`config.mk`:
```
export PLATFORM = sky130hd
export DESIGN_NAME = rdreq_split
export DESIGN_NICKNAME = d
export VERILOG_FILES = /design/src/rtl/rdsplit_pkg.sv /design/src/rtl/rdsplit_tagpick.sv /design/src/rtl/rdsplit_tagtab.sv /design/src/rtl/rdsplit_issue.sv /design/src/rtl/rdreq_split.sv
export SDC_FILE = /design/constraint.sdc
export NUM_CORES = 1
export LEC_CHECK = 0
export ABC_CLOCK_PERIOD_IN_PS = 8150
export CORE_UTILIZATION = 30
export CTS_CLUSTER_DIAMETER = 50
export DETAILED_ROUTE_END_ITERATION = 7
export SLEW_MARGIN = 10
export SYNTH_ARGS = -nofsm -noshare
export SYNTH_HDL_FRONTEND = slang
export SYNTH_SLANG_ARGS = --single-unit
```
`constraint.sdc`:
```
create_clock -name clk -period 8.15 [get_ports clk]
set_input_delay 1.2225 -clock clk [delete_from_list [all_inputs] [get_ports clk]]
set_output_delay 1.2225 -clock clk [all_outputs]
set_load 0.02 [all_outputs]
```
`src/rtl/rdsplit_pkg.sv`:
```
package rdsplit_pkg;

  typedef enum logic {
    ST_IDLE = 1'b0,
    ST_RUN  = 1'b1
  } split_state_e;

  // Size code to dwords: 0..3 -> 32, 64, 128, 256
  function automatic int unsigned mrrs_dwords(input logic [1:0] sel);
    return 32'd32 << sel;
  endfunction

endpackage

```
`src/rtl/rdsplit_tagpick.sv`:
```
module rdsplit_tagpick #(
  parameter int NTAG  = 8,
  parameter int TAG_W = 3
) (
  input  logic [NTAG-1:0]  busy,
  output logic             any_free,
  output logic [TAG_W-1:0] free_tag
);

  // Lowest-numbered free slot wins
  always_comb begin
    any_free = 1'b0;
    free_tag = '0;
    for (int i = NTAG - 1; i >= 0; i--) begin
      if (!busy[i]) begin
        any_free = 1'b1;
        free_tag = TAG_W'(i);
      end
    end
  end

endmodule

```
`src/rtl/rdsplit_tagtab.sv`:
```
module rdsplit_tagtab #(
  parameter int NTAG   = 8,
  parameter int TAG_W  = 3,
  parameter int ADDR_W = 32,
  parameter int LEN_W  = 16,
  parameter int DATA_W = 32
) (
  input  logic              clk,
  input  logic              rst,
  input  logic              alloc_en,
  input  logic [TAG_W-1:0]  alloc_tag,
  input  logic [ADDR_W-1:0] alloc_dst,
  input  logic [LEN_W-1:0]  alloc_len,
  input  logic              cpl_valid,
  input  logic [TAG_W-1:0]  cpl_tag,
  input  logic [DATA_W-1:0] cpl_data,
  output logic [NTAG-1:0]   busy,
  output logic              wr_valid,
  output logic [ADDR_W-1:0] wr_addr,
  output logic [DATA_W-1:0] wr_data
);

  localparam logic [ADDR_W-1:0] DW_BYTES = ADDR_W'(4);

  logic [ADDR_W-1:0] next_dst [NTAG];
  logic [LEN_W-1:0]  left_dw  [NTAG];
  logic [NTAG-1:0]   busy_q;
  logic              hit;

  assign hit  = cpl_valid && busy_q[cpl_tag];
  assign busy = busy_q;

  // Entry storage: no reset, one write per entry per cycle
  always_ff @(posedge clk) begin
    for (int i = 0; i < NTAG; i++) begin
      if (alloc_en && alloc_tag == TAG_W'(i)) begin
        next_dst[i] <= alloc_dst;
        left_dw[i]  <= alloc_len;
      end else if (hit && cpl_tag == TAG_W'(i)) begin
        next_dst[i] <= next_dst[i] + DW_BYTES;
        left_dw[i]  <= left_dw[i] - 1'b1;
      end
    end
  end

  always_ff @(posedge clk) begin
    if (rst) begin
      busy_q <= '0;
    end else begin
      for (int i = 0; i < NTAG; i++) begin
        if (alloc_en && alloc_tag == TAG_W'(i)) begin
          busy_q[i] <= 1'b1;
        end else if (hit && cpl_tag == TAG_W'(i) && left_dw[i] == LEN_W'(1)) begin
          busy_q[i] <= 1'b0;
        end
      end
    end
  end

  // Registered local write port
  always_ff @(posedge clk) begin
    if (rst) begin
      wr_valid <= 1'b0;
    end else begin
      wr_valid <= hit;
    end
  end

  always_ff @(posedge clk) begin
    if (hit) begin
      wr_addr <= next_dst[cpl_tag];
      wr_data <= cpl_data;
    end
  end

endmodule

```
`src/rtl/rdsplit_issue.sv`:
```
module rdsplit_issue
  import rdsplit_pkg::*;
#(
  parameter int TAG_W  = 3,
  parameter int ADDR_W = 32,
  parameter int LEN_W  = 16
) (
  input  logic              clk,
  input  logic              rst,
  input  logic              xfer_valid,
  output logic              xfer_ready,
  input  logic [ADDR_W-1:0] xfer_src,
  input  logic [ADDR_W-1:0] xfer_dst,
  input  logic [LEN_W-1:0]  xfer_len,
  input  logic [1:0]        mrrs_sel,
  output logic              req_valid,
  input  logic              req_ready,
  output logic [ADDR_W-1:0] req_addr,
  output logic [LEN_W-1:0]  req_len,
  output logic [TAG_W-1:0]  req_tag,
  input  logic              any_free,
  input  logic [TAG_W-1:0]  free_tag,
  input  logic              none_busy,
  output logic              alloc_en,
  output logic [TAG_W-1:0]  alloc_tag,
  output logic [ADDR_W-1:0] alloc_dst,
  output logic [LEN_W-1:0]  alloc_len,
  output logic [LEN_W-1:0]  max_dw,
  output logic              done
);

  split_state_e      state_q;
  logic [ADDR_W-1:0] src_q;
  logic [ADDR_W-1:0] dst_q;
  logic [LEN_W-1:0]  remain_q;
  logic [LEN_W-1:0]  max_q;
  logic [LEN_W-1:0]  chunk;
  logic [ADDR_W-1:0] step_bytes;
  logic              slot_open;
  logic              load;
  logic              finish;

  assign chunk      = (remain_q < max_q) ? remain_q : max_q;
  assign step_bytes = ADDR_W'(chunk) << 2;
  assign slot_open  = !req_valid || req_ready;
  assign load       = (state_q == ST_RUN) && (remain_q != '0) && slot_open && any_free;
  assign finish     = (state_q == ST_RUN) && (remain_q == '0) && !req_valid && none_busy;

  assign xfer_ready = (state_q == ST_IDLE);
  assign alloc_en   = load;
  assign alloc_tag  = free_tag;
  assign alloc_dst  = dst_q;
  assign alloc_len  = chunk;
  assign max_dw     = max_q;

  always_ff @(posedge clk) begin
    if (rst) begin
      state_q   <= ST_IDLE;
      remain_q  <= '0;
      max_q     <= LEN_W'(mrrs_dwords(2'd0));
      req_valid <= 1'b0;
      done      <= 1'b0;
    end else begin
      done <= 1'b0;
      unique case (state_q)
        ST_IDLE: begin
          if (xfer_valid) begin
            state_q  <= ST_RUN;
            remain_q <= xfer_len;
            max_q    <= LEN_W'(mrrs_dwords(mrrs_sel));
          end
        end
        ST_RUN: begin
          if (load) begin
            req_valid <= 1'b1;
            remain_q  <= remain_q - chunk;
          end else if (req_ready) begin
            req_valid <= 1'b0;
          end
          if (finish) begin
            done    <= 1'b1;
            state_q <= ST_IDLE;
          end
        end
        default: state_q <= ST_IDLE;
      endcase
    end
  end

  // Address and request payload registers (no reset needed)
  always_ff @(posedge clk) begin
    if (state_q == ST_IDLE && xfer_valid) begin
      src_q <= xfer_src;
      dst_q <= xfer_dst;
    end else if (load) begin
      src_q    <= src_q + step_bytes;
      dst_q    <= dst_q + step_bytes;
      req_addr <= src_q;
      req_len  <= chunk;
      req_tag  <= free_tag;
    end
  end

endmodule

```
`src/rtl/rdreq_split.sv`:
```
module rdreq_split #(
  parameter int NTAG   = 8,
  parameter int ADDR_W = 32,
  parameter int LEN_W  = 16,
  parameter int DATA_W = 32,
  localparam int TAG_W = (NTAG > 1) ? $clog2(NTAG) : 1
) (
  input  logic              clk,
  input  logic              rst,
  input  logic              xfer_valid,
  output logic              xfer_ready,
  input  logic [ADDR_W-1:0] xfer_src,
  input  logic [ADDR_W-1:0] xfer_dst,
  input  logic [LEN_W-1:0]  xfer_len,
  input  logic [1:0]        mrrs_sel,
  output logic              req_valid,
  input  logic              req_ready,
  output logic [ADDR_W-1:0] req_addr,
  output logic [LEN_W-1:0]  req_len,
  output logic [TAG_W-1:0]  req_tag,
  input  logic              cpl_valid,
  input  logic [TAG_W-1:0]  cpl_tag,
  input  logic [DATA_W-1:0] cpl_data,
  output logic              wr_valid,
  output logic [ADDR_W-1:0] wr_addr,
  output logic [DATA_W-1:0] wr_data,
  output logic              done
);

  logic [NTAG-1:0]   busy;
  logic              any_free;
  logic [TAG_W-1:0]  free_tag;
  logic              alloc_en;
  logic [TAG_W-1:0]  alloc_tag;
  logic [ADDR_W-1:0] alloc_dst;
  logic [LEN_W-1:0]  alloc_len;
  logic [LEN_W-1:0]  max_dw;

  rdsplit_tagpick #(.NTAG(NTAG), .TAG_W(TAG_W)) u_pick (
    .busy     (busy),
    .any_free (any_free),
    .free_tag (free_tag)
  );

  rdsplit_issue #(.TAG_W(TAG_W), .ADDR_W(ADDR_W), .LEN_W(LEN_W)) u_issue (
    .clk        (clk),
    .rst        (rst),
    .xfer_valid (xfer_valid),
    .xfer_ready (xfer_ready),
    .xfer_src   (xfer_src),
    .xfer_dst   (xfer_dst),
    .xfer_len   (xfer_len),
    .mrrs_sel   (mrrs_sel),
    .req_valid  (req_valid),
    .req_ready  (req_ready),
    .req_addr   (req_addr),
    .req_len    (req_len),
    .req_tag    (req_tag),
    .any_free   (any_free),
    .free_tag   (free_tag),
    .none_busy  (busy == '0),
    .alloc_en   (alloc_en),
    .alloc_tag  (alloc_tag),
    .alloc_dst  (alloc_dst),
    .alloc_len  (alloc_len),
    .max_dw     (max_dw),
    .done       (done)
  );

  rdsplit_tagtab #(
    .NTAG(NTAG), .TAG_W(TAG_W), .ADDR_W(ADDR_W), .LEN_W(LEN_W), .DATA_W(DATA_W)
  ) u_tab (
    .clk       (clk),
    .rst       (rst),
    .alloc_en  (alloc_en),
    .alloc_tag (alloc_tag),
    .alloc_dst (alloc_dst),
    .alloc_len (alloc_len),
    .cpl_valid (cpl_valid),
    .cpl_tag   (cpl_tag),
    .cpl_data  (cpl_data),
    .busy      (busy),
    .wr_valid  (wr_valid),
    .wr_addr   (wr_addr),
    .wr_data   (wr_data)
  );

endmodule

```
After elaboration in Yosys (flattened, before gate mapping):

Memories as Yosys holds them, arrays and structs flattened. A register that Yosys moved wholly into a read port is not among the register bits.
Index checks and enable logic that the tools add are counted.
W data, S select, Z words.

* RAM bits: 384
* memories: 2
* output and inout bits: 119
* flip-flop bits (word level): 191
* memory bits (read-only): 0
* input bits: 122
* latch bits: 0
* logic and storage cells: 244

Memory list
* u_tab.next_dst: depth 8, width 32, read ports 9, clocked after Yosys merged registers in 1, wr ports 8, line rdsplit_tagtab.sv:25 `logic [ADDR_W-1:0] next_dst [NTAG];`
* u_tab.left_dw: depth 8, width 16, read ports 8, clocked after Yosys merged registers in 0, wr ports 8, line rdsplit_tagtab.sv:26 `logic [LEN_W-1:0] left_dw [NTAG];`

* eq/ne operators: 24
* reduce and logical (&&, ||, !) cells: 54
* div/mod/pow operators: 0
* shift-type cells: 1
* mux-type cells: 104
* bitwise gates (word level): 18
* add/subtract/negate cells: 19
* multipliers: 0
* order comparisons: 2

Operators by type and width (number)
* $mux W32: 12
* $add A32 B3 Y32 const B: 8
* $mux W16: 11
* $eq A16 B1 Y1 const B: 8
* $sub A16 B1 Y16 const B: 8
* $mux W1: 70
* $add A32 B18 Y32: 2
* $logic_and A1 B1 Y1: 32
* $pmux W16 S2: 1
* $eq A3 B3 Y1 const B: 8
* $mux W3: 8
* $reduce_bool A2 Y1: 10
* $logic_not A16 Y1: 1
* $lt A16 B16 Y1: 1
* $or A1 B1 Y1: 16
* $reduce_bool A16 Y1: 1
* $shl A6 B2 Y16 const A: 1
* $sub A16 B16 Y16: 1
* $eq A3 B2 Y1 const B: 4
* $logic_not A8 Y1: 1
* $reduce_and A2 Y1: 4
* $eq A3 B1 Y1 const B: 2
* $logic_not A3 Y1: 2
* $lt A3 B4 Y1 const B: 1
* 8 further kinds: 9

Longest topological paths before layout:

* depth after elaboration: 13
* depth in mapped cells: 16

Modules after synthesis:

From an unflattened synthesis, not the netlist that was laid out.

* cell total of the unflattened synthesis: 3254
* area total of the unflattened synthesis: 34358.0 um^2

Modules (own cells, without submodules)
* rdsplit_tagtab: seq. area each 13633.1 um^2, cells each 2444, instances 1, area an instance 26347.8 um^2
* rdsplit_issue: seq. area each 3913.8 um^2, cells each 791, instances 1, area an instance 7912.6 um^2
* rdsplit_tagpick: seq. area each 0.0 um^2, cells each 16, instances 1, area an instance 78.8 um^2
* rdreq_split: seq. area each 0.0 um^2, cells each 3, instances 1, area an instance 18.8 um^2

Worst setup path before layout:

OpenSTA, ideal clock, no wires.

* path type: in2reg
* start point: in req_ready
* end point: mem u_tab.left_dw[0][0] (enable)
* slack: 1015 ps
* library setup time: 514 ps
* buffers on the path: 1
* stages on the path: 5
* arrival: 6621 ps
* path through: o221ai_1 -> a21oi_1 -> clkbuf_1 -> nand2_1 -> o21ai_0

RTL lines
* from (decl): line rdreq_split.sv:17 `input logic req_ready,`
* to (decl): line rdsplit_tagtab.sv:26

Worst setup path in the final report:

* start point: reg u_issue.remain_q[9]
* end point: reg u_issue.dst_q[29] (netlist: u_issue.alloc_dst[29]), data pin

* word-level cells in the longest chain between the ends: 5

RTL lines
* from (decl): line rdsplit_issue.sv:35 `logic [LEN_W-1:0] remain_q;`
* from (signal assigned): line rdsplit_issue.sv:69 `remain_q <= xfer_len;`
* from (signal assigned): line rdsplit_issue.sv:76 `remain_q <= remain_q - chunk;`
* $lt A16 B16 Y1: line rdsplit_issue.sv:43 `assign chunk = (remain_q < max_q) ? remain_q : max_q;`
* $mux W16 *: line rdsplit_issue.sv:43
* $add A32 B18 Y32 *: line rdsplit_issue.sv:97 `dst_q <= dst_q + step_bytes;`
* $mux W32 *: line rdsplit_issue.sv:95 `end else if (load) begin`
* $mux W32 *: line rdsplit_issue.sv:92 `if (state_q == ST_IDLE && xfer_valid) begin`
* to (signal assigned): line rdsplit_issue.sv:94 `dst_q <= xfer_dst;`
* to (signal assigned): line rdsplit_issue.sv:97
* to (decl): line rdsplit_issue.sv:34 `logic [ADDR_W-1:0] dst_q;`

Mark *: on every way between the ends. The rest lies on a longest branch, timed or not. The select of a mux whose other input is x is not followed.
A chain may end at the register's enable or synchronous reset.

==> flow_metrics.py <==
metrics = {
    "status": {
        "status": "finished, final reports clean",
    },
    "global_routing": {
        "antenna_found_initial": 8,
        "grt_usage": 0.166,
        "pin_count_of_the_biggest_net_entering_global_routing": 87,
        "via_count_of_the_first_global_routing_pass": 23500,
        "grt-ovfl-total": 0,
        "global_route_wire_length_before_repair_um": 144000,
    },
    "synth": {
        "synthCells": 3106,
        "ys_seq_area_frac": 0.529,
        "avgSynthCellArea_um2": 10.7,
        "synth.yosys.warnings": 0,
        "mappedNetlistArea_mm2": 0.0332,
        "yosys_register_bits": 595,
        "async_flop_share": 0,
        "synth_top_area_frac": 0.510,
        "ys_top_cells_by_area": "sky130_fd_sc_hd__edfxtp_1 51%, sky130_fd_sc_hd__xor2_1 5.6%, sky130_fd_sc_hd__nand2_1 5.5%",
        "yosysUniqueCellTypes": 77,
        "post_synth_most_frequent_cells": "563 x sky130_fd_sc_hd__edfxtp_1, 490 x sky130_fd_sc_hd__nand2_1, 285 x sky130_fd_sc_hd__o21ai_0",
        "synth_flop_cell": "sky130_fd_sc_hd__edfxtp_1",
        "synth.largest_area_cell": "sky130_fd_sc_hd__edfxtp_1",
        "synth_enable_flop_cells": 563,
        "synth.most_common_cell": "sky130_fd_sc_hd__edfxtp_1",
    },
    "power": {
        "leakage_nw": 13.6,
        "p_comb_frac": 0.154,
        "clkPwrFrac": 0.398,
        "p_switching_mw": 2.57,
        "sequentialPowerShare": 0.449,
        "max-vdd-ir-drop_mv": 0.156,
        "power.internal_mw": 6.32,
        "p_per_area_mw_per_mm2": 223,
        "p_total_mw": 8.88,
        "fraction_of_power_spent_switching_nets": 0.289,
    },
    "worst_setup_path": {
        "worst-setup-path-type": "reg2reg",
        "worstPathMaxFanout": 16,
        "arrival_ns": 4.98,
        "cp_data_required_time_ns": 8.50,
        "crit_path_end_kind": "flop",
        "critical_path_start_type": "flop",
    },
    "clocking": {
        "htree_num_levels": 3,
        "clkSlewWorstSetupHoldPaths_ns": 0.06,
        "cts_buf_count": 81,
        "hold_buffers": 0,
        "post_cts_resized": 0,
        "clock_tree_from_tritoncts": "built",
        "clk_root_buffer_cell": "sky130_fd_sc_hd__clkbuf_16",
        "cts_max_path_buffers": 3,
        "clk-insertion-delay-late_ns": 0.64,
        "total_setup_buffers_inserted_after_cts": 0,
        "cts_num_sinks": 595,
    },
    "drt": {
        "routedWlPerCell_um": 19.4,
        "detail_route.iter0.violations": 2208,
        "highest-signal-layer": "met5",
        "final_antenna_net_count": 0,
        "m1WireLength_um": 42700,
        "route.detailed.drc": 0,
        "wl_met3_um": 6780,
        "detailedRoute.firstPassIterationCount": 5,
        "routed_wirelength_um": 94500,
        "met2_wirelength_um": 42800,
        "vias_per_cell": 5.09,
        "via_count": 24800,
    },
    "timing": {
        "report.final.hold_viol_count": 0,
        "final-max-slew-violation-count": 0,
        "timing.final.setup_violations": 0,
        "rsz_0062_raised_after_global_routing": "no",
        "timing_worst_slew_pin_value_ns": 1.07,
        "fin_setup_tns_ns": 0,
        "timing.final.crit_period_ns": 4.63,
        "finalHoldWorstSlack_ns": 0.417,
        "worst_slack_ns": 3.52,
        "achievable-frequency_mhz": 216,
        "slew_headroom": 0.285,
        "finalCritPeriodShare": 0.568,
        "fin_skew_ns": 0.0255,
    },
    "placement": {
        "hpwl_um": 65800,
        "pre_cts_ws_ns": 3.21,
        "number_of_port_buffers": 240,
        "post-place-cells": 4720,
        "detailed_place.area_mm2": 0.0372,
        "finalWeightedCongestion": 0.862,
    },
    "floorplanning": {
        "num_io_pins": 241,
        "initial_core_util": 0.303,
        "placement_rows": 121,
        "area_of_the_core_region_mm2": 0.109,
        "fp.dieW_um": 335,
        "die-area_mm2": 0.112,
        "die_h_um": 335,
    },
    "hold_path": {
        "hold_path.class": "reg2reg",
    },
    "layout": {
        "final_util": 0.365,
        "post_route_cells_drive_above_1_share": 0.0904,
        "syn_to_layout_area_delta_pct": 20.1,
        "fin_cells": 4872,
        "design.final.nets": 3516,
        "final_cell_area_mm2": 0.0398,
        "number_of_filler_cells_placed_in_the_layout": 10800,
    },
    "flow_run": {
        "maxCapViolCount": 0,
    },
}
path summary, 6_finish.rpt:
| kind | start | endpoint | slack [ns] | cells after the start |
|---|---|---|---|---|
| worst min-delay path | u_issue.src_q[1] | u_issue.req_addr[1] | 0.42 | 0 |
| worst max register to register | u_issue.remain_q[9] | u_issue.alloc_dst[29] | 3.52 | 12 |
| worst max-delay path | u_issue.remain_q[9] | u_issue.alloc_dst[29] | 3.52 | 12 |
| worst min register to register | u_issue.src_q[1] | u_issue.req_addr[1] | 0.42 | 0 |
flip-flops by register name (all words and copies together), names as in the netlist, 3 cells and up:
register,cells
u_tab.wr_data,32
u_issue.req_tag,3
u_tab.left_dw,128
u_tab.busy,8
u_issue.max_dw,4
u_issue.req_len,16
u_tab.wr_addr,32
u_issue.src_q,32
u_tab.next_dst,256
u_issue.req_addr,32
u_issue.alloc_dst,32
u_issue.remain_q,16
logic make-up after synthesis:
family	share of synthesized area
AND/OR/NAND/NOR	0.164
flip-flops	0.529
AO/OA/AOI/OAI	0.0972
XOR/XNOR	0.0950
buffers and inverters	0.0263
multiplexers	0.0622
adder cells (fa/ha/maj)	0.0257
other	0.000226
critical path, stage by stage (launching register included):
cell and delay [ns]:
sky130_fd_sc_hd__dfxtp_1 0.35, sky130_fd_sc_hd__nor3_1 0.43, sky130_fd_sc_hd__nand2_1 0.18, sky130_fd_sc_hd__nor3_4 0.60, sky130_fd_sc_hd__and2_1 0.77, sky130_fd_sc_hd__ha_1 0.38
sky130_fd_sc_hd__a211oi_1 0.36, sky130_fd_sc_hd__o211ai_1 0.20, sky130_fd_sc_hd__a21oi_1 0.50, sky130_fd_sc_hd__o31ai_4 0.16, sky130_fd_sc_hd__nand3_1 0.14, sky130_fd_sc_hd__xor2_1 0.18
sky130_fd_sc_hd__a21oi_1 0.08
power by group through the flow:
stage                     clock (mW)  sequential [mW]  combinational (mW)
final                           3.53             3.99                1.37
after global routing            3.71             4.01                1.52
after CTS                       3.60             3.98                1.36
after detailed placement           0             4.04                1.36
after global placement             0             4.04                1.32
after floorplan                    0             3.85               0.992
layout make-up:
class | count | area, um2 | area share
clock buffers | 96 | 2100 | 0.0528
well taps | 1476 | 1850 | 0.0464
multi-input cells | 2313 | 14900 | 0.375
clock inverters | 55 | 542 | 0.0136
inverters | 64 | 243 | 0.00609
flip-flops and latches | 595 | 17500 | 0.440
diodes | 1 | 2.50 | 0.0000628
repair buffers | 272 | 2630 | 0.0660
routing by layer:
| layer | vias up | GRT usage |
|---|---|---|
| met3 | 129 | 0.0317 |
| li1 | 11800 | - |
| met5 | - | 0 |
| met4 | 8 | 0.0481 |
| met2 | 893 | 0.258 |
| met1 | 12000 | 0.234 |
placed cells by master (no fill, tap or decap), types with 66 or more instances in the layout:
| master | synthesis | final |
|---|---|---|
| sky130_fd_sc_hd__clkdlybuf4s50_1 | 0 | 237 |
| sky130_fd_sc_hd__nand3_1 | 128 | 124 |
| sky130_fd_sc_hd__mux4_2 | 66 | 66 |
| sky130_fd_sc_hd__xor2_1 | 211 | 211 |
| sky130_fd_sc_hd__clkbuf_16 | 0 | 82 |
| sky130_fd_sc_hd__nand2_1 | 490 | 481 |
| sky130_fd_sc_hd__a21oi_1 | 144 | 143 |
| sky130_fd_sc_hd__nor2_1 | 225 | 224 |
| sky130_fd_sc_hd__edfxtp_1 | 563 | 563 |
| sky130_fd_sc_hd__o21ai_0 | 285 | 282 |
| sky130_fd_sc_hd__xnor2_1 | 149 | 149 |
No activity file was read; power rests on OpenSTA's default activity.
